### config.mk
export PLATFORM = sky130hd
export DESIGN_NAME = loop_branch_unit
export DESIGN_NICKNAME = d
export VERILOG_FILES = /design/src/rtl/lcb_pkg.sv /design/src/rtl/lcb_decode.sv /design/src/rtl/lcb_adjust.sv /design/src/rtl/lcb_target.sv /design/src/rtl/loop_branch_unit.sv
export SDC_FILE = /design/constraint.sdc
export NUM_CORES = 1
export LEC_CHECK = 0
export BUFFER_PORTS_ARGS = -buffer_cell sky130_fd_sc_hd__buf_4
export CELL_PAD_IN_SITES_DETAIL_PLACEMENT = 1
export CELL_PAD_IN_SITES_GLOBAL_PLACEMENT = 1
export CORE_MARGIN = 1.5
export CORE_UTILIZATION = 40
export CTS_CLUSTER_DIAMETER = 40
export CTS_CLUSTER_SIZE = 30
export DETAILED_ROUTE_END_ITERATION = 8
export PLACE_DENSITY = 0.94
export SYNTH_ARGS = -nofsm -noshare
export SYNTH_HDL_FRONTEND = slang
export SYNTH_SLANG_ARGS = --single-unit
### constraint.sdc
create_clock -name clk -period 5.6 [get_ports clk]
set_clock_uncertainty 0.05 [all_clocks]
set_input_delay 0.28 -clock clk [delete_from_list [all_inputs] [get_ports clk]]
set_output_delay 0.28 -clock clk [all_outputs]
set_load 0.005 [all_outputs]
### src/rtl/lcb_pkg.sv
package lcb_pkg;
  localparam int DATA_W = 16;
  localparam int BYTE_W = 8;
  localparam int ADDR_W = 16;
  localparam int SEL_W  = 3;

  typedef enum logic [1:0] {
    OP_DEC = 2'b00,
    OP_TST = 2'b01,
    OP_INC = 2'b10,
    OP_BAD = 2'b11
  } loop_op_e;

  typedef struct packed {
    loop_op_e         op;
    logic             sense_nz;
    logic             off_neg;
    logic [SEL_W-1:0] sel;
    logic             narrow;
  } loop_dec_t;
endpackage

### src/rtl/lcb_decode.sv
module lcb_decode
  import lcb_pkg::*;
(
  input  logic [7:0] postbyte,
  output loop_dec_t  dec
);
  localparam int NARROW_CODES = 4;

  always_comb begin
    dec.op       = loop_op_e'(postbyte[7:6]);
    dec.sense_nz = postbyte[5];
    dec.off_neg  = postbyte[4];
    dec.sel      = postbyte[SEL_W-1:0];
    dec.narrow   = (int'(postbyte[SEL_W-1:0]) < NARROW_CODES);
  end
endmodule

### src/rtl/lcb_adjust.sv
module lcb_adjust
  import lcb_pkg::*;
#(
  parameter int WIDTH  = DATA_W,
  parameter int NARROW = BYTE_W
) (
  input  logic [WIDTH-1:0] value_in,
  input  loop_op_e         op,
  input  logic             narrow,
  output logic [WIDTH-1:0] value_out,
  output logic             is_zero
);
  localparam logic [WIDTH-1:0] LOW_MASK = {{(WIDTH-NARROW){1'b0}}, {NARROW{1'b1}}};
  localparam logic [WIDTH-1:0] ONE      = {{(WIDTH-1){1'b0}}, 1'b1};

  logic [WIDTH-1:0] src;
  logic [WIDTH-1:0] raw;

  always_comb begin
    src = narrow ? (value_in & LOW_MASK) : value_in;
    unique case (op)
      OP_DEC:  raw = src - ONE;
      OP_INC:  raw = src + ONE;
      default: raw = src;
    endcase
    value_out = narrow ? (raw & LOW_MASK) : raw;
    is_zero   = (value_out == '0);
  end
endmodule

### src/rtl/lcb_target.sv
module lcb_target
  import lcb_pkg::*;
#(
  parameter int AW = ADDR_W,
  parameter int OW = BYTE_W
) (
  input  logic [AW-1:0] pc_next,
  input  logic [OW-1:0] off_lo,
  input  logic          off_neg,
  output logic [AW-1:0] target
);
  logic [AW-1:0] offset_ext;

  always_comb begin
    offset_ext = {{(AW-OW){off_neg}}, off_lo};
    target     = pc_next + offset_ext;
  end
endmodule

### src/rtl/loop_branch_unit.sv
module loop_branch_unit
  import lcb_pkg::*;
(
  input  logic              clk,
  input  logic              rst,
  input  logic              in_valid,
  input  logic [7:0]        postbyte,
  input  logic [BYTE_W-1:0] offset_byte,
  input  logic [ADDR_W-1:0] pc_next,
  output logic [SEL_W-1:0]  rf_rd_sel,
  input  logic [DATA_W-1:0] rf_rd_data,
  output logic              out_valid,
  output logic              br_taken,
  output logic [ADDR_W-1:0] br_target,
  output logic              rf_wr_en,
  output logic [SEL_W-1:0]  rf_wr_sel,
  output logic [DATA_W-1:0] rf_wr_data,
  output logic              illegal_op
);
  loop_dec_t         dec;
  logic [DATA_W-1:0] adj_val;
  logic              adj_zero;
  logic [ADDR_W-1:0] tgt;
  logic              legal;
  logic              take;

  lcb_decode u_dec (.postbyte(postbyte), .dec(dec));

  lcb_adjust #(.WIDTH(DATA_W), .NARROW(BYTE_W)) u_adj (
    .value_in(rf_rd_data), .op(dec.op), .narrow(dec.narrow),
    .value_out(adj_val), .is_zero(adj_zero)
  );

  lcb_target #(.AW(ADDR_W), .OW(BYTE_W)) u_tgt (
    .pc_next(pc_next), .off_lo(offset_byte), .off_neg(dec.off_neg), .target(tgt)
  );

  assign rf_rd_sel = dec.sel;
  assign legal     = (dec.op != OP_BAD);
  assign take      = legal && (dec.sense_nz ? !adj_zero : adj_zero);

  always_ff @(posedge clk) begin
    if (rst) begin
      out_valid  <= 1'b0;
      br_taken   <= 1'b0;
      br_target  <= '0;
      rf_wr_en   <= 1'b0;
      rf_wr_sel  <= '0;
      rf_wr_data <= '0;
      illegal_op <= 1'b0;
    end else begin
      out_valid  <= in_valid;
      br_taken   <= in_valid && take;
      rf_wr_en   <= in_valid && legal;
      illegal_op <= in_valid && !legal;
      if (in_valid) begin
        br_target  <= tgt;
        rf_wr_sel  <= dec.sel;
        rf_wr_data <= adj_val;
      end
    end
  end


  wr_vs_illegal_chk: assert property (@(posedge clk) disable iff (rst)
    !(rf_wr_en && illegal_op));


  legal_writes_chk: assert property (@(posedge clk) disable iff (rst)
    out_valid |-> (rf_wr_en || illegal_op));


  strobe_needs_valid_chk: assert property (@(posedge clk) disable iff (rst)
    (br_taken || rf_wr_en || illegal_op) |-> out_valid);


  sense_rule_chk: assert property (@(posedge clk) disable iff (rst)
    rf_wr_en |-> (br_taken == ($past(postbyte[5]) ? (rf_wr_data != '0) : (rf_wr_data == '0))));


  narrow_upper_zero_chk: assert property (@(posedge clk) disable iff (rst)
    (rf_wr_en && !rf_wr_sel[SEL_W-1]) |-> (rf_wr_data[DATA_W-1:BYTE_W] == '0));


  wr_sel_follows_chk: assert property (@(posedge clk) disable iff (rst)
    out_valid |-> (rf_wr_sel == $past(postbyte[SEL_W-1:0])));
endmodule

-- Word level (Yosys, flattened, before mapping)
Index checks and enable logic that the tools add are counted.
- register bits after elaboration: 39
- latch bits: 0
- bits in writable memories: 0
- memory bits (read-only): 0
- input bits: 51
- output and inout port bits: 42
- logic and storage cells: 25
- memories: 0
- add/sub/neg operators: 3
- $mul: 0
- div/mod/pow operators: 0
- $lt $le $gt $ge: 1
- equality and inequality tests: 2
- shifts and indexed selects: 0
- multiplexer cells: 4
- bitwise gates (word level): 0
- reduce and logical (&&, ||, !) cells: 8
- operators by type and width (operator ; count):
    $mux 16 ; 2
    $pmux 16 s2 ; 1
    $add 16x1->16 const B ; 1
    $add 16x16->16 ; 1
    $logic_not 16->1 ; 1
    $sub 16x1->16 const B ; 1
    $logic_and 1x1->1 ; 4
    $lt 3x3->1 const B ; 1
    $eq 2x2->1 const B ; 1
    $logic_not 1->1 ; 2
    $logic_not 2->1 ; 1
    $ne 2x2->1 const B ; 1
    $mux 1 ; 1

-- Depth between registers and ports, before layout
Gate-level depths: netlist of the first run.
- depth in word-level cells: 10
- mapped depth: 14
- depth with buffers taken out: 12

-- Hierarchy
A second synthesis of the first run with hierarchy kept.
- cell total of the unflattened synthesis: 395
- area, all modules: 3395.8 sq um
- modules (own cells, without submodules) (module ; times used ; cells an instance ; area an instance (sq um) ; seq. area each (sq um)):
    loop_branch_unit ; 1 ; 124 ; 1396.3 ; 780.7
    lcb_adjust ; 1 ; 159 ; 1137.3 ; 0.0
    lcb_target ; 1 ; 104 ; 805.8 ; 0.0
    lcb_decode ; 1 ; 8 ; 56.3 ; 0.0

-- Least setup slack after synthesis of the first run
OpenSTA, ideal clock, no wires.
- path type: in2reg
- start: input postbyte[6]
- end: register br_taken
- setup time: 129 ps
- data arrival time: 3316 ps
- required time: 5421 ps
- setup slack: 2105 ps
- stages on the path: 14
- path buffers: 2
- path through: buf_2 -> nor2b_4 -> buf_1 -> inv_1 -> ha_1 -> a21oi_1 -> a21boi_0 -> a311oi_1 -> a2111o_1 -> and3_4 -> or4_1 -> nand4_1 -> nor4bb_1 -> mux2i_1
- cells in the longest elaborated chain, start to end: 8
- elaborated cells between the ends (all ways): 10
- classes of those cells: eq/ne (2); mux (3); reduce/logical (5)
- RTL lines (what ; RTL line ; source):
    start, declared ; loop_branch_unit.sv:7 ; input logic [7:0] postbyte,
    $eq 2x2->1 or $logic_not 2->1 (tied branches) ; lcb_adjust.sv:21 ; unique case (op)
    $pmux 16 s2 ; lcb_adjust.sv:21 ;
    $mux 16 ; lcb_adjust.sv:26 ; value_out = narrow ? (raw & LOW_MASK) : raw;
    $logic_not 16->1 ; lcb_adjust.sv:27 ; is_zero = (value_out == '0);
    $logic_not 1->1 ; loop_branch_unit.sv:40 ; assign take = legal && (dec.sense_nz ? !adj_zero : adj_zero);
    $mux 1 ; loop_branch_unit.sv:40 ;
    $logic_and 1x1->1 * ; loop_branch_unit.sv:40 ;
    $logic_and 1x1->1 * ; loop_branch_unit.sv:53 ; br_taken <= in_valid && take;
    end signal, assigned ; loop_branch_unit.sv:53 ;
    end, declared ; loop_branch_unit.sv:13 ; output logic br_taken,
Every way passes the cells marked *; elsewhere a longest branch is shown, timed or not.
A chain may end at the register's enable or synchronous reset.

-- Worst setup path in the final report of the first run
Same ends and word-level chain as after synthesis.

==> results of run 1 <==
[metrics by stage]
step	utilization, %	setup slack (ps)	instance area [um^2]
2_1_floorplan	-	2100	3060
3_3_place_gp	51.3	1810	3760
3_5_place_dp	51.3	1700	3760
4_1_cts	52.9	1960	3870
5_1_grt	52.9	1550	3870
6_report	52.9	1940	3870
[cell usage after synthesis (4+ instances only)]
cell | count | area, um^2
a211oi_1 | 10 | 75.1
nand2_1 | 34 | 128
nand4_1 | 4 | 25.0
and3_1 | 4 | 25.0
dfxtp_1 | 39 | 781
and2_1 | 6 | 37.5
a21oi_1 | 24 | 120
mux2i_1 | 25 | 250
a21o_1 | 8 | 60.1
o31ai_1 | 6 | 45.0
nand3_1 | 7 | 35.0
xor2_1 | 9 | 78.8
a31oi_1 | 6 | 37.5
nand2b_1 | 6 | 37.5
xnor2_1 | 12 | 105
ha_1 | 25 | 313
or3_1 | 6 | 37.5
inv_1 | 13 | 48.8
o21ai_0 | 14 | 70.1
nor3_1 | 14 | 70.1
o21a_1 | 4 | 30.0
nor2_1 | 52 | 195
clkbuf_1 | 12 | 45.0
[cell families after synthesis]
logic type                 count (synthesis)  synth area share, %
muxes                                     25                 8.19
AOI/OAI and AO/OA                         93                 20.4
adders and majority gates                 28                 11.9
buffers and inverters                     37                 5.24
and+or+nand+nor                          146                 22.7
DFF                                       39                 25.6
xor gates and xnor gates                  21                 6.02
[critical path, stage by stage]
cell and delay [ps]:
buf_4 190, nor2b_4 330, inv_1 250, fa_1 510
nor2_1 160, o21ai_0 140, a2111oi_2 600, or2_2 270
a31oi_1 110, xor2_1 190, o2111ai_1 170, nor4bb_1 390
mux2i_1 220
[metal layers]
metal / wire, um / part of all wire [%] / up-vias
met4: 171 / 1.8 / 0
met5: 0 / 0 / -
met1: 4170 / 43 / 1564
met2: 5000 / 52 / 70
li1: - / - / 1547
met3: 302 / 3.1 / 15
[final timing paths]
path | from | endpoint | slack [ps] | cells past startpoint
max reg2reg | rf_wr_data[0] | rf_wr_data[0] | 4750 | 3
min reg2reg | br_target[12] | br_target[12] | 420 | 2
min | postbyte[0] | rf_wr_sel[0] | 180 | 3
max | postbyte[6] | br_taken | 1940 | 13
[power breakdown]
group	internal (mW)	switching (mW)	total, mW	leakage, nW
Clock	0.133	0.113	0.246	0.0581
Combinational	0.144	0.162	0.305	1.40
Sequential	0.300	0.0136	0.314	0.322
Total	0.577	0.289	0.866	1.78
[layout make-up]
class | instances | area [um^2]
inverters | 16 | 60.1
flip-flops and latches | 39 | 781
clock inverters | 3 | 43.8
repair buffers | 91 | 683
multi-input cells | 313 | 2110
well taps | 99 | 124
fillers | 919 | 3460
clock buffers | 5 | 68.8
[state kept, by name, summed over array words and instances (netlist names)]
| register | flops |
|---|---|
| illegal_op | 1 |
| out_valid | 1 |
| br_target | 16 |
| br_taken | 1 |
| rf_wr_data | 16 |
| rf_wr_sel | 3 |
| rf_wr_en | 1 |
==> out/metrics.csv, run 1 <==
metric,value,unit
worst_pin_slew,744,ps
syn_inst,389,
fp-row-count,31,
cts_root_buf,clkbuf_8,
drive_gt1_share,22.5,%
power.total,866,uW
worstSkewPairLatency,290,ps
dr.pass1.iters,4,
vias,3196,
layout_commonest_cell,buf_4,
max_slew_margin,50.1,%
timing.hold.ws,185,ps
path_class,input pin to flop,
gp_congestion,0.841,
layout_common_cells,"buf_4 (91), nor2_1 (52), dfxtp_1 (39)",
pin_count,93,
ys_types,54,
wl_per_cell,17.0,um
grt_use_total,23.6,%
grtUsageMet2,44.8,%
grt_use_met1,26.9,%
synth_warnings,0,
powerDensity,223,nW/um^2
hold_buffers,0,
maxCapViolations,0,
place_hpwl,7450,um
io_buffers,91,
dp.cells,558,
numCtsBuffers,5,
h-tree-depth,2,
postSynthAreaPerCell,7.85,um^2
cts_tree,built,
ant_nets,0,
worstPathArrival,3840,ps
finalCriticalPeriod,3660,ps
status,finished clean,
grt_pass1_vias,3304,
clock_path_buffers,2,
core,7330,um^2
peakVddDrop,132,uV
overflow,0,
fmax,273,MHz
ctsResizeCount,0,
setup_violations,0,
yosys_most_used_dff,dfxtp_1,
die_h,90.4,um
cp.required,5780,ps
cts.clk_slew.worst_paths,90,ps
n_antenna_cell,0,
cp_max_fo,18,
die_x,90.4,um
syn2layout_area_growth,26.8,%
ys_seq_elements,39,
grt_max_degree,41,
start_kind,input pin,
start_util,41.7,%
avgViaCountPerCell,5.65,
post_cts_buffers,0,
grt_busiest_layer,met2,
synth_area,3060,um^2
nets,544,
drtIter0Drc,166,
totalWireLength,9640,um
met3_usage,4.04,%
antenna_found_initial,0,
endpoint_kind,flop,
syn_nets,467,
slew_violations,0,
ys_seq_area_share,25.6,%
finalHoldViolCount,0,
hold_class,input pin to flop,
synth_edf_count,0,
rsz0062_at_grt,no,
leakage,1.78,nW
drc_errors,0,
cts.sinks,39,
fin_crit_sh,65.3,%
ys_async_sr_fraction,0,%
die_area,8170,um^2
grt_pass1_wl,15700,um
stdcell_count,566,
tns,0,ps
(Power assumes the default switching activity.)
==> run 2: changes to the inputs <==
Settings changed: CORE_UTILIZATION 40 to 34, PLACE_DENSITY 0.94 to 0.86.
Clock period 5.6 ns to 3.1 ns, I/O delays scaled along.
==> run 2 against run 1 <==
Against the previous run:
- wire length rose by 3.1%
- sequential power rose by 80%
- sequential share of layout area fell by 0.79 points
- core utilization fell by 6.6 points
- highest routed layer unchanged
- largest power group is now combinational logic
- combinational power rose by 89%
- global-route usage fell by 2.4 points
==> out/metrics.csv, run 2 (same netlist as run 1, synthesis figures left out) <==
metric,value,unit
ant_nets,0,
cts.clk_slew.worst_paths,80,ps
wl_per_cell,16.8,um
grt_pass1_vias,3360,
p_clk_share,31.3,%
grt_use_total,21.1,%
start_util,35.0,%
numCtsBuffers,5,
cts.sinks,39,
worstSkewPairLatency,290,ps
layout_commonest_cell,buf_4,
reg2reg_slack,2260,ps
die_x,97.8,um
multi_input_area,2110,um^2
path_class,input pin to flop,
dr_wl_met3,431,um
fp-row-count,34,
dp.cells,584,
critical-path-slowest-cell,o41ai_1,
start_kind,input pin,
avgViaCountPerCell,5.54,
r2r_start,rf_wr_data[0],
fmax,350,MHz
maxCapViolations,0,
nFillCells,1086,
worst_pin_slew,492,ps
drtIter0Drc,147,
die_area,9560,um^2
holdPathEnd,rf_wr_sel[1],
p_int,1.14,mW
regArea,781,um^2
antenna_found_initial,0,
status,finished clean,
final_util,46.3,%
slowest_delay,490,ps
timing.hold.ws,60.9,ps
cts_root_buf,clkbuf_8,
layout_common_cells,"buf_4 (108), nor2_1 (52), dfxtp_1 (39)",
drc_errors,0,
peakVddDrop,247,uV
h-tree-depth,2,
crit_top_cell,buf_4,
leakage,1.87,nW
cp_cell_sequence,buf_4 -> nor2b_4 -> inv_2 -> ha_1 -> a21oi_1 -> a21boi_1 -> a311oi_1 -> buf_4 -> a2111o_1 -> and3_4 -> o41ai_1 -> nor3_1 -> nor4bb_1 -> mux2i_1,
crit_family,compound AO/OA/AOI/OAI gates,
power_frac_seq,34.1,%
finalHoldViolCount,0,
hold_class,input pin to flop,
vias,3280,
cts_tree,built,
place_hpwl,7820,um
core,8720,um^2
die_h,97.8,um
path_buf_inv,3,
reg2reg_depth,3,
grt_pass1_wl,16700,um
syn2layout_area_growth,32.0,%
setup_violations,0,
finalCriticalPeriod,2860,ps
dr_wl_met2,5040,um
io_buffers,91,
gp_congestion,0.894,
post_cts_buffers,0,
stdcell_count,592,
nets,561,
drive_gt1_share,25.2,%
regToRegEndpoint,rf_wr_data[0],
cp_max_fo,4,
fin_crit_sh,92.1,%
pin_count,93,
switching_share,31.0,%
overflow,0,
endpoint_kind,flop,
whs_path_depth,3,
cp.required,3210,ps
placed_cell_area,3900,um^2
clock_path_buffers,2,
routed.top_layer,met4,
startpoint,postbyte[6],
totalWireLength,9940,um
powerDensity,411,nW/um^2
max_slew_margin,66.4,%
p_sw,515,uW
grt_max_degree,41,
worstPathArrival,2970,ps
n_antenna_cell,0,
dr.pass1.iters,4,
rsz0062_at_grt,no,
p_comb_share,34.7,%
reg.largest.list,"br_target: 16 flops, rf_wr_data: 16 flops, rf_wr_sel: 3 flops",
wl_met1,4230,um
hold_path_startpoint,postbyte[1],
finalInstanceArea,4030,um^2
slew_violations,0,
## run 2: cell types whose count changed in the layout (fill, tap and decap cells not counted)
cell / delta
buf_4: +17
a21boi_0: -1
a21boi_1: +1
bufinv_16: +1
clkbuf_1: +1
clkinv_2: -1
clkinv_4: -1
inv_1: -1
inv_2: +1
o21ai_0: -1
o21ai_1: +1
## run 2: per-layer routing
| layer | vias to the layer above | global-route usage [%] |
|---|---|---|
| li1 | 1585 | - |
| met4 | 0 | 7.03 |
| met2 | 94 | 38.0 |
| met5 | - | 0 |
| met3 | 20 | 2.93 |
| met1 | 1581 | 25.9 |
## run 2: layout make-up
| cell class | instances | area share (%) |
|---|---|---|
| inverter | 16 | 1.49 |
| clock buffer | 6 | 1.80 |
| clock inverter | 2 | 1.49 |
| timing repair buffer | 108 | 20.1 |
| tap | 108 | 3.35 |
| sequential | 39 | 19.4 |
| multi-input combinational | 313 | 52.4 |
## run 2: worst max-delay path by stage
stage / depth (start not counted) / endpoint
CTS: 14 / br_taken
global placement: 15 / br_taken
global route: 14 / br_taken
finish: 14 / br_taken
floorplan: 14 / br_taken
detailed placement: 14 / br_taken
## run 2: worst reg2reg max path: cells and delay by family, from the launching register on
family | cells | cell delay, ps
and+or+nand+nor | 2 | 190
DFF | 1 | 320
AOI/OAI and AO/OA | 1 | 160
## run 2: power by group through the flow
stage	clock, mW	sequential [mW]	combinational (mW)
detailed placement	0	0.577	0.574
CTS	0.530	0.566	0.578
global placement	0	0.575	0.547
finish	0.518	0.566	0.575
global route	0.547	0.571	0.639
floorplan	0	0.577	0.341
## run 2: what timing repair did
item | in CTS | in global routing
hold buffers | 0 | 0
gates resized for setup | 0 | 1
setup endpoints to repair | 0 | 1
endpoints found under the hold margin | 0 | 0
## run 2: per-stage QoR
step | power [mW] | setup slack (ps) | TNS [ps]
2_1_floorplan | 0.917 | 25.3 | 0
3_3_place_gp | 1.12 | 16.9 | 0
3_5_place_dp | 1.15 | -81.8 | -81.8
4_1_cts | 1.67 | 188 | 0
5_1_grt | 1.76 | 28.3 | 0
6_report | 1.66 | 244 | 0
==> run 3: changes to the inputs <==
Clock period 3.1 ns to 2.4 ns, I/O delays scaled along.
==> run 3 against run 2 <==
Against the previous run:
- the run now ends with setup timing left
- non-clock buffer count increased by 54
- final area increased by 17%
- register-to-register slack got worse by 730 ps
- clock-buffer cell count unchanged
- worst setup slack got worse by 600 ps
- final cell count increased by 9.1%
- first-iteration DRC count increased by 34%
- sequential share of layout area decreased by 2.8 points
- core utilization increased by 7.7 points
- flip-flop and latch count unchanged
- highest routed layer unchanged
==> out/metrics.csv, run 3 (same netlist as run 1, synthesis figures left out) <==
metric,value,unit
status,"finished, violations left",
cp_max_fo,7,
cts.sinks,39,
maxCapViolations,0,
drive_gt1_share,37.7,%
fmax,363,MHz
peakVddDrop,350,uV
io_buffers,91,
cp.required,2580,ps
cts.clk_slew.worst_paths,80,ps
totalWireLength,11700,um
layout_common_cells,"buf_4 (160), nor2_1 (51), dfxtp_1 (39)",
timing.hold.ws,21.9,ps
grt_max_degree,36,
endpoint_kind,flop,
cts_root_buf,clkbuf_8,
layout_commonest_cell,buf_4,
finalHoldViolCount,0,
cts_tree,built,
fin_crit_sh,115,%
multi_input_area,2360,um^2
finalCriticalPeriod,2750,ps
reg.largest.list,"br_target: 16 flops, rf_wr_data: 16 flops, rf_wr_sel: 3 flops",
syn2layout_area_growth,53.9,%
drc_errors,0,
dp.cells,627,
die_x,97.8,um
die_area,9560,um^2
dr.pass1.iters,4,
violations,setup timing,
gp_congestion,0.897,
leakage,2.18,nW
nets,615,
rsz0062_at_grt,yes,
grt_pass1_wl,18200,um
path_class,input pin to flop,
pre_cts_slack,-532,ps
stdcell_count,646,
vias,3546,
numCtsBuffers,5,
fp-row-count,34,
worstPathArrival,2940,ps
start_util,35.0,%
start_kind,input pin,
h-tree-depth,2,
worst_slack,-354,ps
grt_pass1_vias,3735,
ant_nets,0,
die_h,97.8,um
nFillCells,1068,
clock_path_buffers,2,
worstSkewPairLatency,300,ps
avgViaCountPerCell,5.49,
max_slew_margin,58.8,%
hold_buffers,0,
place_hpwl,8500,um
hold_class,input pin to flop,
drtIter0Drc,197,
worst_pin_slew,613,ps
slew_violations,0,
regArea,781,um^2
overflow,0,
powerDensity,501,nW/um^2
antenna_found_initial,0,
pin_count,93,
core,8720,um^2
setup_violations,5,
wl_per_cell,18.1,um
grt_use_total,23.2,%
n_antenna_cell,0,
run 3: changes by cell type in the layout (fill, tap and decap cells not counted), sizes merged:
cell,change
buf,+54
run 3: final timing paths:
kind	start	to	slack [ps]	cells after the start
worst max-delay path	postbyte[6]	br_taken	-350	13
worst min-delay path	postbyte[1]	rf_wr_sel[1]	20	3
worst max register to register	rf_wr_data[0]	rf_wr_data[0]	1530	3
worst min register to register	br_target[12]	br_target[12]	430	2
run 3: power breakdown:
part | internal [mW] | switching [mW] | leakage, nW | total (mW)
clock network | 0.416 | 0.254 | 0.0654 | 0.670
logic | 0.485 | 0.468 | 1.79 | 0.953
registers | 0.701 | 0.0331 | 0.322 | 0.734
run 3: cell type report:
| cell class | instances | area share (%) |
|---|---|---|
| clock buffers | 6 | 1.54 |
| clock inverters | 2 | 1.28 |
| inverters | 16 | 1.44 |
| multi-input cells | 313 | 50.2 |
| flip-flops and latches | 39 | 16.6 |
| well taps | 108 | 2.87 |
| repair buffers | 162 | 26.1 |
run 3: critical path, stage by stage:
cell and delay (ps):
buf_8 100, nor2b_4 170, inv_8 60, fa_2 450
nor2_4 170, o21ai_4 90, a211oi_2 320, nor2_1 100
xor2_1 150, mux2i_1 390, o2111ai_2 240, nor4bb_2 350
mux2i_1 220
run 3: per-stage QoR:
step	instance area, um^2	util, %	setup TNS [ps]	power, mW
4_1_cts	4500	51.6	-188	2.29
3_3_place_gp	4310	49.4	-1400	1.56
6_report	4700	53.9	-437	2.36
2_1_floorplan	3160	-	-524	1.21
5_1_grt	4700	53.9	-1200	2.48
3_5_place_dp	4310	49.4	-2490	1.61
run 3: repair_timing:
action,4_1_cts,5_1_grt
pin swaps,3,17
setup buffers,3,11
setup endpoints to repair,1,10
gates resized for setup,5,25
run 3: metal layers:
layer,global-route usage (%),wire length [um]
met1,28.1,4780
met2,41.5,6120
met3,2.86,502
met4,9.56,289
met5,0,0
